===== config.mk =====
export PLATFORM = sky130hd
export DESIGN_NAME = pport_top
export DESIGN_NICKNAME = d
export VERILOG_FILES = /design/src/rtl/pport_pkg.sv /design/src/rtl/pport_edge.sv /design/src/rtl/pport_regfile.sv /design/src/rtl/pport_rdmux.sv /design/src/rtl/pport_top.sv
export SDC_FILE = /design/constraint.sdc
export NUM_CORES = 1
export LEC_CHECK = 0
export BUFFER_PORTS_ARGS = -buffer_cell sky130_fd_sc_hd__buf_4
export CAP_MARGIN = 20
export CORE_MARGIN = 2
export CORE_UTILIZATION = 39
export DETAILED_ROUTE_END_ITERATION = 8
export PLACE_DENSITY = 0.76
export SLEW_MARGIN = 25
export SYNTH_ARGS = -nofsm -noshare
export SYNTH_HDL_FRONTEND = slang
export SYNTH_HIERARCHICAL = 1
export SYNTH_SLANG_ARGS = --single-unit

===== constraint.sdc =====
create_clock -name clk -period 3 [get_ports clk]
set_clock_uncertainty 0.05 [all_clocks]
set_input_delay 0.6 -clock clk [delete_from_list [all_inputs] [get_ports clk]]
set_output_delay 0.6 -clock clk [all_outputs]
set_load 0.05 [all_outputs]

===== src/rtl/pport_pkg.sv =====
package pport_pkg;

    typedef enum logic [1:0] {
        RS_PORT = 2'd0,
        RS_DIR  = 2'd1,
        RS_FLAG = 2'd2,
        RS_IEN  = 2'd3
    } rs_e;

    typedef struct packed {
        logic flag;
        logic en;
        logic edge_pos;
        logic cap_en;
    } ctrl_t;

endpackage


===== src/rtl/pport_edge.sv =====
module pport_edge (
    input  logic clk,
    input  logic rst_n,
    input  logic strb,
    input  logic edge_pos,
    output logic hit
);
    typedef struct packed {
        logic strb_prev;
    } st_t;

    st_t st_d, st_q;

    always_comb begin
        st_d           = st_q;
        st_d.strb_prev = strb;
    end

    always_ff @(posedge clk or negedge rst_n) begin
        if (!rst_n) st_q <= '0;
        else        st_q <= st_d;
    end

    assign hit = edge_pos ? (strb & ~st_q.strb_prev)
                          : (~strb & st_q.strb_prev);
endmodule


===== src/rtl/pport_regfile.sv =====
module pport_regfile
    import pport_pkg::*;
#(
    parameter int DW = 8
) (
    input  logic          clk,
    input  logic          rst_n,
    input  logic          sel,
    input  logic          host_rd,
    input  logic [1:0]    rs,
    input  logic [DW-1:0] wdata,
    input  logic [DW-1:0] pins,
    input  logic          hit,
    output logic [DW-1:0] outr,
    output logic [DW-1:0] dir,
    output logic [DW-1:0] inr,
    output ctrl_t         ctrl
);
    localparam int SET_BIT = DW - 1;
    localparam int EDG_BIT = DW - 2;
    localparam int CAP_BIT = DW - 3;

    typedef struct packed {
        logic [DW-1:0] outr;
        logic [DW-1:0] dir;
        logic [DW-1:0] inr;
        ctrl_t         ctrl;
    } st_t;

    st_t  st_d, st_q;
    logic wr, port_acc;

    always_comb begin
        st_d     = st_q;
        wr       = sel & ~host_rd;
        port_acc = sel & (rs == RS_PORT);
        if (wr) begin
            unique case (rs_e'(rs))
                RS_PORT: st_d.outr = wdata;
                RS_DIR:  st_d.dir  = wdata;
                RS_FLAG: if (wdata[0]) st_d.ctrl.flag = 1'b0;
                RS_IEN: begin
                    if (wdata[0])       st_d.ctrl.en       = wdata[SET_BIT];
                    if (wdata[EDG_BIT]) st_d.ctrl.edge_pos = wdata[SET_BIT];
                    if (wdata[CAP_BIT]) st_d.ctrl.cap_en   = wdata[SET_BIT];
                end
                default: ;
            endcase
        end
        if (port_acc) st_d.ctrl.flag = 1'b0;
        if (hit) begin
            st_d.ctrl.flag = 1'b1;
            if (st_q.ctrl.cap_en) st_d.inr = pins;
        end
    end

    always_ff @(posedge clk or negedge rst_n) begin
        if (!rst_n) st_q <= '0;
        else        st_q <= st_d;
    end

    assign outr = st_q.outr;
    assign dir  = st_q.dir;
    assign inr  = st_q.inr;
    assign ctrl = st_q.ctrl;
endmodule


===== src/rtl/pport_rdmux.sv =====
module pport_rdmux
    import pport_pkg::*;
#(
    parameter int DW = 8
) (
    input  logic [1:0]    rs,
    input  logic [DW-1:0] outr,
    input  logic [DW-1:0] dir,
    input  logic [DW-1:0] inr,
    input  logic [DW-1:0] pins,
    input  ctrl_t         ctrl,
    output logic [DW-1:0] rdata
);
    localparam int EDG_BIT = DW - 2;
    localparam int CAP_BIT = DW - 3;

    logic [DW-1:0] port_val, flag_val, ien_val;

    for (genvar i = 0; i < DW; i++) begin : g_bit
        always_comb begin
            if (dir[i])           port_val[i] = outr[i];
            else if (ctrl.cap_en) port_val[i] = inr[i];
            else                  port_val[i] = pins[i];
        end
    end

    always_comb begin
        flag_val          = '0;
        flag_val[0]       = ctrl.flag;
        flag_val[DW-1]    = ctrl.flag & ctrl.en;
        ien_val           = '0;
        ien_val[0]        = ctrl.en;
        ien_val[EDG_BIT]  = ctrl.edge_pos;
        ien_val[CAP_BIT]  = ctrl.cap_en;
        ien_val[DW-1]     = 1'b1;
        unique case (rs_e'(rs))
            RS_PORT: rdata = port_val;
            RS_DIR:  rdata = dir;
            RS_FLAG: rdata = flag_val;
            RS_IEN:  rdata = ien_val;
            default: rdata = '0;
        endcase
    end
endmodule


===== src/rtl/pport_top.sv =====
module pport_top
    import pport_pkg::*;
#(
    parameter int DW = 8
) (
    input  logic          clk,
    input  logic          rst_n,
    input  logic          cs_hi,
    input  logic          cs_lo_n,
    input  logic          host_rd,
    input  logic [1:0]    rs,
    input  logic [DW-1:0] data_in,
    output logic [DW-1:0] data_out,
    output logic          data_oe,
    input  logic [DW-1:0] port_in,
    output logic [DW-1:0] port_out,
    output logic [DW-1:0] port_oe,
    input  logic          strb,
    output logic          irq_n
);
    logic          sel, hit;
    logic [DW-1:0] outr, dir, inr, rdata;
    ctrl_t         ctrl;

    assign sel = cs_hi & ~cs_lo_n;

    pport_edge u_edge (
        .clk      (clk),
        .rst_n    (rst_n),
        .strb     (strb),
        .edge_pos (ctrl.edge_pos),
        .hit      (hit)
    );

    pport_regfile #(.DW(DW)) u_regs (
        .clk     (clk),
        .rst_n   (rst_n),
        .sel     (sel),
        .host_rd (host_rd),
        .rs      (rs),
        .wdata   (data_in),
        .pins    (port_in),
        .hit     (hit),
        .outr    (outr),
        .dir     (dir),
        .inr     (inr),
        .ctrl    (ctrl)
    );

    pport_rdmux #(.DW(DW)) u_rdmux (
        .rs    (rs),
        .outr  (outr),
        .dir   (dir),
        .inr   (inr),
        .pins  (port_in),
        .ctrl  (ctrl),
        .rdata (rdata)
    );

    assign data_oe  = sel & host_rd;
    assign data_out = data_oe ? rdata : '0;
    assign port_out = outr;
    assign port_oe  = dir;
    assign irq_n    = ~(ctrl.flag & ctrl.en);
endmodule


Word-level counts from Yosys, hierarchy flattened
Cells that the tools add are included.

Bits in registers: 29. Logic and storage cells: 62.

Eq/ne operators: 3. Mux-type cells: 28. Bitwise logic cells: 12. Reduce and logical (&&, ||, !) cells: 11.

Operators by type and width (number): case mux 8 bit (4 select lines) (1); two-way mux 1 bit (24); AND reduction 3 bit (4); nonzero test 3 bit (3); two-way mux 8 bit (1); bitwise AND 1 bit (7); AND reduction 2 bit (3); inverter 1 bit (5); equality test 2 bit, second input constant (2); two-way mux 4 bit (1); two-way mux 3 bit (1); equality test 2 x 1 -> 1 bit, second input constant (1); zero test 2 bit (1).

Logic depth before layout (Yosys ltp)
Depth in word-level cells: 6. Gate-level depth with buffers: 5.

By module
The synthesis kept the hierarchy.

Modules (own cells, without submodules): pport_regfile (instances 1, cells an instance 66, area an instance 1103.6 um^2, seq. area each 700.7 um^2); pport_rdmux (instances 1, cells an instance 40, area an instance 297.8 um^2, seq. area each 0.0 um^2); pport_top (instances 1, cells an instance 11, area an instance 98.8 um^2, seq. area each 0.0 um^2); pport_edge (instances 1, cells an instance 4, area an instance 47.5 um^2, seq. area each 25.0 um^2).

Least setup slack after synthesis
OpenSTA, ideal clock, no wires.

Kind: in2out. Start point: input port port_in[0]. End point: output port data_out[0]. Data arrival time: 1.894 ns. Slack: 0.456 ns. Stages on the path: 4. Path buffers: 0. Cells stage by stage: mux2_4 > mux2_2 > mux4_2 > and4b_1.

Longest elaborated chain between the ends: 4.

Ends and longest elaborated chain: from (decl) (line pport_top.sv:15) `input logic [DW-1:0] port_in,`; two-way mux 1 bit (line pport_rdmux.sv:22) `else if (ctrl.cap_en) port_val[i] = inr[i];`; two-way mux 1 bit (line pport_rdmux.sv:21) `if (dir[i]) port_val[i] = outr[i];`; case mux 8 bit (4 select lines) (line pport_rdmux.sv:36) `unique case (rs_e'(rs))`; via rdata[0] (line pport_top.sv:22) `logic [DW-1:0] outr, dir, inr, rdata;`; two-way mux 8 bit (line pport_top.sv:61) `assign data_out = data_oe ? rdata : '0;`; to (decl) (line pport_top.sv:13) `output logic [DW-1:0] data_out,`.

The timed path passes the listed nets, and every way through them passes these cells.

Worst setup path after layout
Same ends and word-level chain as after synthesis.

==> results.txt <==
----------------------------------------------------
[Status]
  Outcome ... finished, final reports clean

[Flow run]
  Number of maximum-capacitance violations ... 0

[Critical path]
  Type of the worst setup path ... input port to output port
  Critical Path RT ... 2.35 ns
  Slowest cell on the critical path ... sky130_fd_sc_hd__mux4_2
  Cells along the critical path ... buf_4 -> mux2_4 -> mux2_2 -> mux4_2 -> and4b_1 -> buf_4
  CP Depth ... 6
  Critical path endpoint category ... output port
  Startpoint kind of the worst setup timing path ... input port
  Crit path top cell by count ... sky130_fd_sc_hd__buf_4
  CP max FO ... 2
  Logic depth of the worst register-to-register path ... 4
  Worst path top cell family by delay ... multiplexers
  Buffers plus inverters on the worst setup path ... 2
  Slowest Stage Delay on Critical Path ... 0.45 ns
  Arrival time reported for the critical path endpoint ... ~2.1 ns

[Clocking]
  CTS-repair resized insts ... 0
  Source-to-sink clock delay at the later pin of the worst-skew pair ... about 0.28 ns
  Hold buffers post-CTS ... 0
  Clock buffer depth ... 2
  Number of levels in the clock H-tree ... 2
  Clock edge transition at the registers on the reported setup and hold paths ... ~0.06 ns
  CTS Sinks ... 29
  Post-CTS Setup Inserts ... 0
  Total CTS buffers ... 5
  CTS Root Buffer Type ... sky130_fd_sc_hd__clkbuf_8
  CTS tree ... yes

[Synthesis]
  Share of the yosys chip area belonging to registers ... 46.89%
  Yosys synthesis warning count ... 6
  Mean post-synth cell area ... ~13 sq um
  Net Count, Synth ... roughly 150
  Post-Synthesis Cell Area ... roughly 1500 sq um
  Number of distinct library cells after synthesis ... 27
  Number of cells produced by synthesis ... between 100 and 150
  Flops & latches, synth ... 29

[Die]
  Die height ... ~67 um
  Area of the die ... around 4500 sq um
  Number of core rows ... 22
  Top-Level Pins ... 50
  Initial core utilization ... between 40 and 50%
  Die boundary width ... between 60 and 70 um
  Std-Cell Core Area ... 3744 sq um

[Power]
  Net switching power ... about 0.56 mW
  Clock power frac ... roughly 23%
  Combinational share of power ... about two fifths
  Sequential group share of total power ... 38.6%
  Ratio of total power to cell area ... 737.9 nW/um^2
  P_leak ... roughly 0.96 nW
  Overall power ... between 1.5 and 2 mW
  Peak supply drop ... 0.0005395 V
  Switching share of power ... about 37%
  Cell internal pwr ... just under 1 mW

[Detailed routing]
  Via count ... about 1,200
  Drc violations ... 0
  Routed length per instance ... roughly 16 um
  Number of DRC violations after detailed-routing iteration 0 ... 64
  First-pass DRT Iterations ... 4
  Number of antenna-violating nets in the routed design ... 0
  Routed wire length ... approximately 3.6 mm
  Number of vias per cell after detailed routing ... between 5 and 6

[Layout]
  Final net count ... around 200
  Commonest non-fill, non-tap cells in the layout ... 50 x sky130_fd_sc_hd__buf_4, 30 x sky130_fd_sc_hd__mux2_2, 29 x sky130_fd_sc_hd__dfrtp_1
  Storage element area ... around 730 sq um
  Commonest non-fill, non-tap cell in the layout ... sky130_fd_sc_hd__buf_4
  Area growth from synthesis to layout ... 33.47%
  Number of fill cells in the layout ... 342
  Layout cell share with drive strength beyond 1 ... 54.55%
  Antenna diode instance count ... 0
  Multi-input logic area ... about 800 sq um

[STA]
  Fin crit period ... 2.725 ns
  Tightest Pin Transition ... between 0.7 and 0.8 ns
  Summed negative setup slack over all endpoints ... 0 ns
  Tcrit/Tclk final ... between 90% and 100%
  Relative max-transition margin ... approximately 50%
  Achievable Freq ... between 300 and 400 MHz
  Final hold violation count ... 0
  RSZ-0062 raised after global routing ... false
  Max Slew Vio Count ... 0
  Final Setup Violations ... 0

[Placed design]
  Count of input and output buffers ... between 40 and 50
  Weighted congestion reported at the end of routability-driven placement ... just over 0.8
  Placed wire-length estimate ... about 2.6 mm

[Global routing]
  Wire length of the first global-routing pass ... about 6 mm
  Largest net degree at the start of global routing ... 30
  Residual overflow from global routing ... 0
  Initial antenna violation count ... 0
  Vias in the first global route ... between 1,000 and 1,500
  GRT Total Usage ... 18.31%

[Worst hold path]
  Tightest Hold Check Type ... input port to asynchronous set/reset pin

----------------------------------------------------
[stage by stage]
stage                     instance area (sq um)  instances  hold WS (ns)  worst slack, ns  util (%)
after global routing                       2066        224        0.2033           0.2301     55.18
after detailed placement                   1964        216        0.4442           0.2672     52.47
final                                      2066        224        0.1848           0.2747     55.18
after CTS                                  2066        224        0.1903           0.2641     55.18
after global placement                     1964        216        0.4384           0.2942     52.47
after floorplan                            1548        121        0.2544           0.4556         -
[worst paths after layout]
check / to / slack [ns] / start
max: data_out[0] / 0.27 / port_in[0]
min: u_regs/inr[7] / 0.18 / rst_n
max reg2reg: u_regs/inr[6] / 1.54 / u_regs/ctrl[1]
min reg2reg: u_regs/inr[7] / 0.46 / u_regs/inr[7]
max in group asynchronous: u_regs/dir[5] / 2.44 / rst_n
min in group clk: u_edge/st_q / 0.39 / strb
[registers in the layout, summed over array words and instances, names as in the netlist]
signal	cells
u_regs/dir	8
u_regs/inr	8
u_regs/outr	8
u_regs/ctrl	4
u_edge/st_q	1
[power by group through the flow]
stage / clock network [mW] / logic (mW) / registers (mW)
floorplan: 0 / 0.238 / 0.754
global placement: 0 / 0.578 / 0.586
detailed placement: 0 / 0.588 / 0.595
CTS: 0.366 / 0.588 / 0.588
global route: 0.384 / 0.620 / 0.605
finish: 0.352 / 0.584 / 0.588
[synthesized netlist by cell type (all sizes together)]
library cell,instances,area (sq um)
mux4,1,22.52
nor4b,1,23.77
nand2b,2,12.51
o31a,2,17.52
o21ai,8,43.79
clkbuf,2,7.510
mux2,31,352.8
nor2,1,3.750
nor2b,2,12.51
nand3,1,5.000
or3,4,25.02
nor4,1,21.27
inv,1,3.750
and4b,9,91.34
a211o,1,10.01
dfrtp,29,725.7
nand3b,1,7.510
mux2i,7,70.07
nand2,9,33.78
a21oi,4,20.02
buf,1,11.26
a21o,1,7.510
and3b,1,8.760
o32a,1,10.01
[final cells by class]
cell class,count,area share [%]
sequential,29,35.13
inverter,1,0.1817
multi-input combinational,88,38.70
clock buffer,7,4.664
timing repair buffer,50,18.17
clock inverter,1,0.2423
tap,48,2.907
[layer usage]
layer | track usage (%) | part of all wire [%] | vias up
met4 | 8.673 | 2.6 | 0
met2 | 29.63 | 47 | 56
li1 | - | - | 568
met3 | 5.574 | 8.0 | 10
met5 | 0 | 0 | -
met1 | 22.15 | 42 | 592
[cell families (layout without fill, tap and decap cells)]
kind of cell	count (synthesis)	in the layout	synth area share, %
AO/OA/AOI/OAI	17	17	7.034
multiplexers	39	39	28.78
buffers and inverters	4	59	1.455
AND/OR/NAND/NOR	32	32	15.84
flip-flops	29	29	46.89
(Power assumes the default switching activity.)
